[src/rtl/can_bit_timer.sv]
module can_bit_timer #(
  parameter int PW = 10,
  parameter int S1W = 9,
  parameter int S2W = 8,
  parameter int JW = 8,
  parameter int NOM_PRE_MAX = 512,
  parameter int NOM_S1_MIN = 2,
  parameter int NOM_S1_MAX = 256,
  parameter int NOM_S2_MIN = 2,
  parameter int NOM_S2_MAX = 128,
  parameter int NOM_SJW_MAX = 128,
  parameter int NOM_TOT_MIN = 5,
  parameter int NOM_TOT_MAX = 385,
  parameter int DAT_PRE_MAX = 32,
  parameter int DAT_S1_MIN = 1,
  parameter int DAT_S1_MAX = 32,
  parameter int DAT_S2_MIN = 1,
  parameter int DAT_S2_MAX = 16,
  parameter int DAT_SJW_MAX = 16,
  parameter int DAT_TOT_MIN = 3,
  parameter int DAT_TOT_MAX = 49,
  parameter int RST_PRE = 1,
  parameter int RST_S1 = 11,
  parameter int RST_S2 = 4,
  parameter int RST_SJW = 4
) (
  input  logic           clk,
  input  logic           rst_n,
  input  logic           run,
  input  logic           cfg_ld,
  input  logic [PW-1:0]  nom_pre,
  input  logic [S1W-1:0] nom_seg1,
  input  logic [S2W-1:0] nom_seg2,
  input  logic [JW-1:0]  nom_sjw,
  input  logic [PW-1:0]  dat_pre,
  input  logic [S1W-1:0] dat_seg1,
  input  logic [S2W-1:0] dat_seg2,
  input  logic [JW-1:0]  dat_sjw,
  input  logic           phase_sel,
  input  logic           rx_edge,
  input  logic           hard_sync,
  output logic           tq_tick,
  output logic           sample_pt,
  output logic           tx_pt,
  output logic           cur_phase,
  output logic           cfg_err
);

  localparam int CW = S1W + 1;
  localparam int TW = CW + 1;

  typedef enum logic [1:0] {ST_SYNC, ST_PH1, ST_PH2} seg_t;

  logic [PW-1:0]  npre_q, dpre_q, pre_c, pc;
  logic [S1W-1:0] ns1_q, ds1_q, s1_c;
  logic [S2W-1:0] ns2_q, ds2_q, s2_c;
  logic [JW-1:0]  nsj_q, dsj_q, sjw_c;
  logic [JW-1:0]  ext, shr, ext_now, shr_now;
  logic [CW-1:0]  cnt, len1, err2;
  seg_t           st;
  logic           rs_done, cur_set, nxt_set;
  logic           run_ok, tq, edge_ok, leave1, leave2;

  function automatic logic set_bad(
    input logic [PW-1:0] p, input logic [S1W-1:0] a, input logic [S2W-1:0] b,
    input logic [JW-1:0] j, input int pmax, input int amin, input int amax,
    input int bmin, input int bmax, input int jmax, input int tmin, input int tmax);
    int tot;
    tot = 1 + int'(a) + int'(b);
    return (p == '0) || (int'(p) > pmax) || (int'(a) < amin) || (int'(a) > amax) ||
           (int'(b) < bmin) || (int'(b) > bmax) || (j == '0) || (int'(j) > jmax) ||
           (tot < tmin) || (tot > tmax);
  endfunction

  function automatic logic [JW-1:0] clip(input logic [CW-1:0] e, input logic [JW-1:0] j);
    if (e > CW'(j)) return j;
    return JW'(e);
  endfunction

  assign cfg_err = set_bad(npre_q, ns1_q, ns2_q, nsj_q, NOM_PRE_MAX, NOM_S1_MIN, NOM_S1_MAX,
                           NOM_S2_MIN, NOM_S2_MAX, NOM_SJW_MAX, NOM_TOT_MIN, NOM_TOT_MAX) ||
                   set_bad(dpre_q, ds1_q, ds2_q, dsj_q, DAT_PRE_MAX, DAT_S1_MIN, DAT_S1_MAX,
                           DAT_S2_MIN, DAT_S2_MAX, DAT_SJW_MAX, DAT_TOT_MIN, DAT_TOT_MAX);

  assign pre_c = cur_set ? dpre_q : npre_q;
  assign s1_c  = cur_set ? ds1_q  : ns1_q;
  assign s2_c  = cur_set ? ds2_q  : ns2_q;
  assign sjw_c = cur_set ? dsj_q  : nsj_q;

  assign run_ok  = run && !cfg_err;
  assign tq      = run_ok && (pc == pre_c - PW'(1));
  assign edge_ok = run_ok && rx_edge && !hard_sync && !rs_done;
  assign err2    = CW'(s2_c) - cnt;
  assign ext_now = (edge_ok && st == ST_PH1) ? clip(cnt, sjw_c) : ext;
  assign shr_now = (edge_ok && st == ST_PH2) ? clip(err2, sjw_c) : shr;
  assign len1    = CW'(s1_c) + CW'(ext_now);
  assign leave1  = tq && st == ST_PH1 && cnt == len1;
  assign leave2  = tq && st == ST_PH2 && (TW'(cnt) + TW'(shr_now) >= TW'(s2_c));

  assign tq_tick   = tq;
  assign sample_pt = leave1;
  assign tx_pt     = run_ok && st == ST_SYNC && pc == '0;
  assign cur_phase = cur_set;

  always_ff @(posedge clk or negedge rst_n) begin
    if (!rst_n) begin
      npre_q <= PW'(RST_PRE);  dpre_q <= PW'(RST_PRE);
      ns1_q  <= S1W'(RST_S1);  ds1_q  <= S1W'(RST_S1);
      ns2_q  <= S2W'(RST_S2);  ds2_q  <= S2W'(RST_S2);
      nsj_q  <= JW'(RST_SJW);  dsj_q  <= JW'(RST_SJW);
    end else if (cfg_ld && !run) begin
      npre_q <= nom_pre;  dpre_q <= dat_pre;
      ns1_q  <= nom_seg1; ds1_q  <= dat_seg1;
      ns2_q  <= nom_seg2; ds2_q  <= dat_seg2;
      nsj_q  <= nom_sjw;  dsj_q  <= dat_sjw;
    end
  end

  always_ff @(posedge clk or negedge rst_n) begin
    if (!rst_n) begin
      st <= ST_SYNC; pc <= '0; cnt <= '0; ext <= '0; shr <= '0;
      rs_done <= 1'b0; cur_set <= 1'b0; nxt_set <= 1'b0;
    end else if (!run_ok) begin
      st <= ST_SYNC; pc <= '0; cnt <= '0; ext <= '0; shr <= '0;
      rs_done <= 1'b0; cur_set <= 1'b0; nxt_set <= 1'b0;
    end else if (hard_sync) begin
      st <= ST_SYNC; pc <= '0; cnt <= '0; ext <= '0; shr <= '0;
      rs_done <= 1'b0;
    end else begin
      ext <= ext_now;
      shr <= shr_now;
      if (edge_ok && st != ST_SYNC) rs_done <= 1'b1;
      pc <= tq ? '0 : pc + PW'(1);
      if (tq) begin
        case (st)
          ST_SYNC: begin
            st <= ST_PH1;
            cnt <= CW'(1);
          end
          ST_PH1: begin
            if (leave1) begin
              st <= ST_PH2;
              cnt <= CW'(1);
              ext <= '0;
              nxt_set <= phase_sel;
            end else begin
              cnt <= cnt + CW'(1);
            end
          end
          ST_PH2: begin
            if (leave2) begin
              st <= ST_SYNC;
              cnt <= '0;
              shr <= '0;
              rs_done <= 1'b0;
              cur_set <= nxt_set;
            end else begin
              cnt <= cnt + CW'(1);
            end
          end
          default: st <= ST_SYNC;
        endcase
      end
    end
  end


  ext_in_jump_chk: assert property (@(posedge clk) disable iff (!rst_n)
    run_ok |-> ext <= sjw_c);


  shr_in_jump_chk: assert property (@(posedge clk) disable iff (!rst_n)
    run_ok |-> shr <= sjw_c);


  cfg_frozen_chk: assert property (@(posedge clk) disable iff (!rst_n)
    run && $past(run) |-> $stable(cfg_err) && $stable(ns1_q) && $stable(ds1_q) && $stable(npre_q));


  pc_below_pre_chk: assert property (@(posedge clk) disable iff (!rst_n)
    run_ok |-> pc < pre_c);


  set_at_start_chk: assert property (@(posedge clk) disable iff (!rst_n)
    run_ok && $past(run_ok) && (cur_set != $past(cur_set)) |-> tx_pt);


  pick_at_sample_chk: assert property (@(posedge clk) disable iff (!rst_n)
    run_ok && $past(run_ok) && (nxt_set != $past(nxt_set)) |-> $past(sample_pt));


  one_resync_chk: assert property (@(posedge clk) disable iff (!rst_n)
    rs_done && $past(rs_done) && st == $past(st) && !$past(hard_sync) |-> $stable(ext) && $stable(shr));

endmodule

[config.mk]
export PLATFORM = sky130hd
export DESIGN_NAME = can_bit_timer
export DESIGN_NICKNAME = d
export VERILOG_FILES = /design/src/rtl/can_bit_timer.sv
export SDC_FILE = /design/constraint.sdc
export NUM_CORES = 1
export LEC_CHECK = 0
export ABC_AREA = 0
export BUFFER_PORTS_ARGS = -buffer_cell sky130_fd_sc_hd__buf_4
export CORE_AREA = 2 2 124 216
export DETAILED_ROUTE_END_ITERATION = 10
export DIE_AREA = 0 0 126 218
export HOLD_SLACK_MARGIN = 0.1
export PLACE_DENSITY_LB_ADDON = 0.08
export REMOVE_ABC_BUFFERS = 1
export SYNTH_ARGS = -nofsm -noshare
export SYNTH_HDL_FRONTEND = slang
export SYNTH_SLANG_ARGS = --single-unit
[constraint.sdc]
create_clock -name clk -period 11.1 [get_ports clk]
set_clock_uncertainty 0.05 [all_clocks]
set_input_delay 2.22 -clock clk [delete_from_list [all_inputs] [get_ports clk]]
set_output_delay 2.22 -clock clk [all_outputs]
set_load 0.02 [all_outputs]
==> impl_results.md, run 1 <==
- Post-DR vias/cell: 5.437
- Worst-path clk slew: 0.08 ns
- Setup TNS Final: 0 ns
- Global-route wire length before repair: 41.88 mm
- Seq pwr share: 38.7%
- Part of the power in combinational logic: 34.3%
- Critical path class: reg2reg
- Row Count: 78
- Final setup violation count: 0
- Initial Utilization: 34.35%
- EDFF count, synth: 0
- Status: complete, no violations
- Switching Fraction: 35.42%
- Drt pass-1 iters: 5
- Post-synth top cells: dfrtp_1, mux2_2, ha_1, inv_1, nor2_1
- Leakage: 4.356 nW
- Clock Tree Buf Depth: 2
- Synth warn: 0
- Fill cell instance count of the final layout: 2655
- Count leader, synth: dfrtp_1
- Final RePlAce weighted congestion: 0.8562
- Synth area leaders: dfrtp_1, ha_1, mux2_2
- Post-route clock period utilization: 86.30%
- Final WL: 27.25 mm
- PwrDens: 127.1 mW/mm^2
- Library cells used by synthesis: 80
- Port Buf Inserts: 81
- Post-route antenna net violation count: 0
- Synth top area share: 27.99%
- Clk pwr share: 27.0%
- Dominant cell type by area after synthesis: dfrtp_1
- CP max stage delay: 0.93 ns
- Worst slack, placed: 1.561 ns
- Final hold viol count: 0
- Cell family with the largest share of critical-path delay: compound AO/OA/AOI/OAI gates
- MaxCap Viol Count: 0
- Final HPWL DP: 21.76 mm
- Area Overhead vs Synth: 14.27%
- Placed cell count: 1292
- Switch Pwr: 0.4553 mW
- Post-placement cell area: 0.009816 mm^2
- Layout cells sized above 1: 24.29%
- Hold Crit Class: reg2reg
- Setup repair after global routing missed its margin: false
- Sink Count: 111
- Post-synthesis async set-or-reset flop share: 100.0%
- Hold buffer count at CTS: 0
- Largest net degree at the start of global routing: 79
- Post-Synthesis Cells: 910
- Core Area: 0.02576 mm^2
- Iteration-0 DRC Markers: 303
- Clk Latency, worst-skew pair: 0.40 ns
- Mapped cell area: 0.008850 mm^2
- Design area: 0.01011 mm^2
- Arrival @ worst endpoint: 9.84 ns
- Gr usage total: 20.24%
- Slew margin rel.: 18.99%
- Gr ovfl total: 0
- Crit path capture type: register
- Antenna violations before repair: 0
- Vias in the first global route: 7339
- Clock Root Buffer: clkbuf_16
- Critical Path RT: 11.36 ns
- Post-Layout Cell Count: 1308
- Synthesized flop and latch total: 111
- Slowest CP cell: dfrtp_2
- Post-CTS Setup Inserts: 0
- Critical path peak fanout: 31
- Final Max Slew Viols: 0
- Final setup margin: 1.521 ns
- Vias: 7112
- Crit path buf inv count: 3
- Worst VDD drop: 0.00008531 V
- Nets: 1137
- Fmax: 104.4 MHz
- Num CTS Buffers: 9
- Ant diodes: 0
- Crit path time final: 9.580 ns
- Cts repair resizes: 0
- Drt drc: 0
- Final Power: 1.285 mW
- H-tree depth: 3
- Actual slew at the worst max-slew pin: 1.209 ns
- Dominant synthesized flop cell: dfrtp_1
- Die Area: 0.02747 mm^2
- Die X: 126 um
- Die height: 218 um
- Synthesized area per cell: 9.725 um^2
- Part of the Yosys area used for sequential elements: 31.56%
- TritonCTS clock tree: done
- Power Internal: 0.8300 mW
- IO Pins: 82
- Setup crit start kind: register
- Average routed wire per standard cell: 20.83 um
## cell families after synthesis
kind of cell,count (synthesis),synth area share (%)
AO/OA/AOI/OAI,179,14.31
multiplexers,119,14.93
XOR/XNOR,68,6.730
adder cells (fa/ha/maj),77,11.31
AND/OR/NAND/NOR,273,17.45
flip-flops,111,31.56
buffers and inverters,83,3.718
## power groups by stage
stage	Clock [mW]	Combinational, mW	Sequential [mW]
5_1_grt	0.370	0.489	0.504
3_5_place_dp	0	0.441	0.507
2_1_floorplan	0	0.317	0.481
4_1_cts	0.359	0.444	0.499
6_report	0.347	0.441	0.498
3_3_place_gp	0	0.442	0.507
## worst register-to-register path: cells and delay by family (launching register included)
family	cells	cell delay [ns]
AO/OA/AOI/OAI	18	5.05
AND/OR/NAND/NOR	6	1.09
adder cells (fa/ha/maj)	4	1.05
flip-flops	1	0.93
buffers and inverters	3	0.52
multiplexers	2	0.52
XOR/XNOR	2	0.29
## flip-flops by register name (all words and copies together), names as in the netlist, 2 cells and up
signal,cells
pc,10
npre_q,10
ext,8
ds1_q,9
ns2_q,8
shr,8
dsj_q,8
nsj_q,8
cnt,10
dpre_q,10
ds2_q,8
st,2
ns1_q,9
## metrics by stage
stage | hold WS (ns) | util [%]
floorplan | 0.4131 | -
global placement | 0.4425 | 38.10
detailed placement | 0.4437 | 38.10
CTS | 0.4595 | 39.25
global route | 0.4857 | 39.25
finish | 0.4569 | 39.25
## metal layers
layer | share of wire [%] | track usage (%) | routed length [um] | vias up
met4 | 4.7 | 11.10 | 1268 | 0
met5 | 0 | 0 | 0 | -
met2 | 55 | 38.01 | 14950 | 140
li1 | - | - | - | 3461
met1 | 38 | 21.63 | 10230 | 3454
met3 | 2.9 | 2.502 | 796 | 57
## worst paths after layout
kind	slack [ns]	cells after the start	endpoint	start
hold / removal	0.46	1	pc[0]	pc[0]
setup reg to reg	1.52	35	cnt[5]	cur_phase
hold reg to reg	0.46	1	pc[0]	pc[0]
min in group asynchronous	1.79	1	ext[5]	rst_n
max in group asynchronous	7.87	2	cur_phase	rst_n
setup / recovery	1.52	35	cnt[5]	cur_phase
## placed cells by master, fill, tap and decap left out, drive strengths merged, types with 8 or more instances in the layout
master  count
a211oi     10
a21o       11
a21oi      33
a31oi       8
and2       18
buf        91
clkbuf     10
dfrtp      99
dfstp      12
ha         72
inv        56
mux2       80
mux2i      39
nand2      43
nand2b      9
nand3      22
nand4      12
nor2       50
nor2b      23
nor3       19
nor4       17
o21a       12
o21ai      37
or2        14
or4        13
xnor2      46
xor2       22
## final cells by class
cell class | instances | area [um^2] | area share [%]
multi-input combinational | 716 | 5736 | 56.72
clock buffer | 10 | 229.0 | 2.264
sequential | 111 | 2794 | 27.63
tap | 320 | 400.4 | 3.959
timing repair buffer | 91 | 683.2 | 6.756
inverter | 54 | 202.7 | 2.004
clock inverter | 6 | 67.56 | 0.6682
Note: power is estimated with default switching activity, not from simulation.
==> run 2: changes to the inputs <==
==> constraint.sdc (replaced) <==
create_clock -name clk -period 7.7 [get_ports clk]
set_clock_uncertainty 0.05 [all_clocks]
set_input_delay 1.54 -clock clk [delete_from_list [all_inputs] [get_ports clk]]
set_output_delay 1.54 -clock clk [all_outputs]
set_load 0.02 [all_outputs]
==> impl_results.md, run 2 (synthesis gave the netlist of run 1 again) <==
- FF-to-FF setup slack: 0.49 ns (was 1.52 ns)
- Min-Delay Endpoint: rs_done (was pc[0])
- Setup repair after global routing missed its margin: true (was false)
- Power Internal: 1.234 mW (was 0.8300 mW)
- Cell family with the largest share of critical-path delay: simple AND/OR/NAND/NOR gates (was compound AO/OA/AOI/OAI gates)
- Fmax: 133.5 MHz
- Worst VDD drop: 0.0001512 V (was 0.00008531 V)
- Final RePlAce weighted congestion: 0.8490 (was 0.8562)
- Hold Startpoint: rs_done (was pc[0])
- Status: complete, no violations (unchanged)
- Clk pwr share: 25.4% (was 27.0%)
- MaxCap Viol Count: 0 (unchanged)
- Critical path peak fanout: 8 (was 31)
- Die X: 126 um (unchanged)
- Num CTS Buffers: 9 (unchanged)
- Slowest CP cell: or4_1 (was dfrtp_2)
- Crit path buf inv count: 4 (was 3)
- Nets: 1215 (was 1137)
- Critical Path RT: 6.11 ns (was 11.36 ns)
- Row Count: 78 (unchanged)
- Commonest cells after routing, fill and taps aside: buf_4, dfrtp_1, mux2_2 (was dfrtp_1, buf_4, mux2_2)
- Switch Pwr: 0.7126 mW (was 0.4553 mW)
- Largest net degree at the start of global routing: 71 (was 79)
- Final HPWL DP: 22.80 mm (was 21.76 mm)
- Hold Crit Class: reg2reg (unchanged)
- Slew margin rel.: 27.33% (was 18.99%)
- Post-DR vias/cell: 5.376 (was 5.437)
- TritonCTS clock tree: done (unchanged)
- Crit path capture type: primary output (was register)
- Global-route wire length before repair: 44.53 mm (was 41.88 mm)
- CP cell instances: or4_1, nor4_1, xnor2_1, nand3_1, or4_1, nor4_4, and4_4, nand3_4, buf_6, and2_1, or2_1, ha_1, buf_4, or4_1, o22ai_1, xnor2_1, nand4_1, a31o_2, inv_1, and4_4, buf_4
- Vias: 7451 (was 7112)
- Leakage: 4.802 nW (was 4.356 nW)
- Ant diodes: 0 (unchanged)
- Critical path class: reg2out (was reg2reg)
- Post-route antenna net violation count: 0 (unchanged)
- FF/Latch Area: 0.002794 mm^2 (unchanged)
- Die height: 218 um (unchanged)
- Arrival @ worst endpoint: 5.90 ns (was 9.84 ns)
- Setup crit start kind: register (unchanged)
- Final Max Slew Viols: 0 (unchanged)
- Reg2reg start: cur_phase (unchanged)
- Vias in the first global route: 7848 (was 7339)
- Gr usage total: 21.33% (was 20.24%)
- Post-layout util: 42.42% (was 39.25%)
- Port Buf Inserts: 81 (unchanged)
- Final hold viol count: 0 (unchanged)
- Post-route clock period utilization: 97.25%
- Core Area: 0.02576 mm^2 (unchanged)
- Commonest non-fill, non-tap cell in the layout: buf_4 (was dfrtp_1)
- CP max stage delay: 0.56 ns (was 0.93 ns)
- IO Pins: 82 (unchanged)
- Clock Root Buffer: clkbuf_16 (unchanged)
- Layout cells sized above 1: 32.55% (was 24.29%)
- Iteration-0 DRC Markers: 342 (was 303)
- Drt pass-1 iters: 4 (was 5)
- Gr ovfl total: 0 (unchanged)
- Seq pwr share: 36.5% (was 38.7%)
- H-tree depth: 3 (unchanged)
- Final setup violation count: 0 (unchanged)
- Actual slew at the worst max-slew pin: 1.088 ns (was 1.209 ns)
- Final Power: 1.947 mW (was 1.285 mW)
- R2R cell count: 39 (was 35)
- PwrDens: 178.1 mW/mm^2 (was 127.1 mW/mm^2)
- Fill cell instance count of the final layout: 2614 (was 2655)
- Area Overhead vs Synth: 23.51% (was 14.27%)
- Multi-input logic area: 0.005919 mm^2 (was 0.005736 mm^2)
- Die Area: 0.02747 mm^2 (unchanged)
- Average routed wire per standard cell: 20.58 um (was 20.83 um)
- Part of the power in combinational logic: 38.1% (was 34.3%)
- R2R Path End: cnt[5] (unchanged)
- Most used cell, CP: or4_1
- Hold buffer count at CTS: 0 (unchanged)
- Initial Utilization: 34.35% (unchanged)
- Antenna violations before repair: 0 (unchanged)
- Clk Latency, worst-skew pair: 0.39 ns (was 0.40 ns)
- Drt drc: 0 (unchanged)
- Sink Count: 111 (unchanged)
- Worst-path clk slew: 0.08 ns (about the same)
- Switching Fraction: 36.60% (was 35.42%)
- WHS Path Cells: 2 (was 1)
- Clock Tree Buf Depth: 2 (unchanged)
- Final WL: 28.53 mm (was 27.25 mm)
- Crit path time final: 7.488 ns
[run 2: changes by cell type in the layout (fill, tap and decap cells not counted), moves of 4 or more]
| cell | before | now |
|---|---|---|
| a21oi_1 | 33 | 28 |
| o21ai_0 | 37 | 32 |
| buf_4 | 91 | 164 |
| a21oi_2 | 0 | 4 |
| o21ai_1 | 0 | 5 |
[run 2: layout make-up]
| cell class | instances | share of cell area [%] |
|---|---|---|
| Multi-Input combinational cell | 716 | 54.16 |
| Inverter | 54 | 1.854 |
| Timing Repair Buffer | 169 | 12.02 |
| Clock inverter | 7 | 0.6868 |
| Clock buffer | 9 | 2.060 |
| Sequential cell | 111 | 25.56 |
| Tap cell | 320 | 3.663 |
[run 2: how the worst max path moves through the flow]
stage,start,to,slack (ns),cells past startpoint
global route,nsj_q[3],sample_pt,-0.03,21
detailed placement,ns1_q[0],sample_pt,0.16,24
finish,nsj_q[3],sample_pt,0.21,21
floorplan,cur_phase,cnt[5],-0.77,36
global placement,cur_phase,cnt[5],0.27,37
CTS,ds1_q[0],sample_pt,0.05,25
[run 2: through the flow]
stage | std cells | TNS [ns] | worst slack [ns] | cell area [um^2] | hold WS [ns]
after global placement | 1360 | 0 | 0.2728 | 10360 | 0.4356
after CTS | 1377 | 0 | 0.05408 | 10730 | 0.4641
after floorplan | 881 | -8.147 | -0.7663 | 8723 | 0.4131
after global routing | 1386 | -0.03215 | -0.03215 | 10930 | 0.4886
after detailed placement | 1360 | 0 | 0.1643 | 10360 | 0.4499
final | 1386 | 0 | 0.2118 | 10930 | 0.4598
[run 2: routing by layer]
layer	global-route usage [%]	share of wire, %	wire length (um)
met5	0	0	0
met4	8.974	3.5	989
met3	2.748	2.4	697
met2	41.81	57	16180
met1	22.39	37	10660
[run 2: what timing repair did]
| item | in CTS | in global routing |
|---|---|---|
| pin swaps | 2 | 9 |
| buffers inserted | 1 | 9 |
| gates resized for setup | 13 | 33 |
| hold endpoints to repair | 0 | 0 |
| setup endpoints to repair | 1 | 16 |
| gates cloned | 0 | 0 |
[run 2: power by group through the flow]
stage                     Clock (mW)  Sequential, mW  Combinational (mW)
after floorplan                    0           0.693               0.457
after global placement             0           0.722               0.699
after detailed placement           0           0.723               0.700
after CTS                      0.510           0.712               0.718
after global routing           0.529           0.721               0.821
final                          0.494           0.710               0.743
[run 2: tightest hold or removal path: stages (launching register included)]
cell,delay [ns]
dfrtp_1,0.35
a21oi_1,0.04
nor2_1,0.08
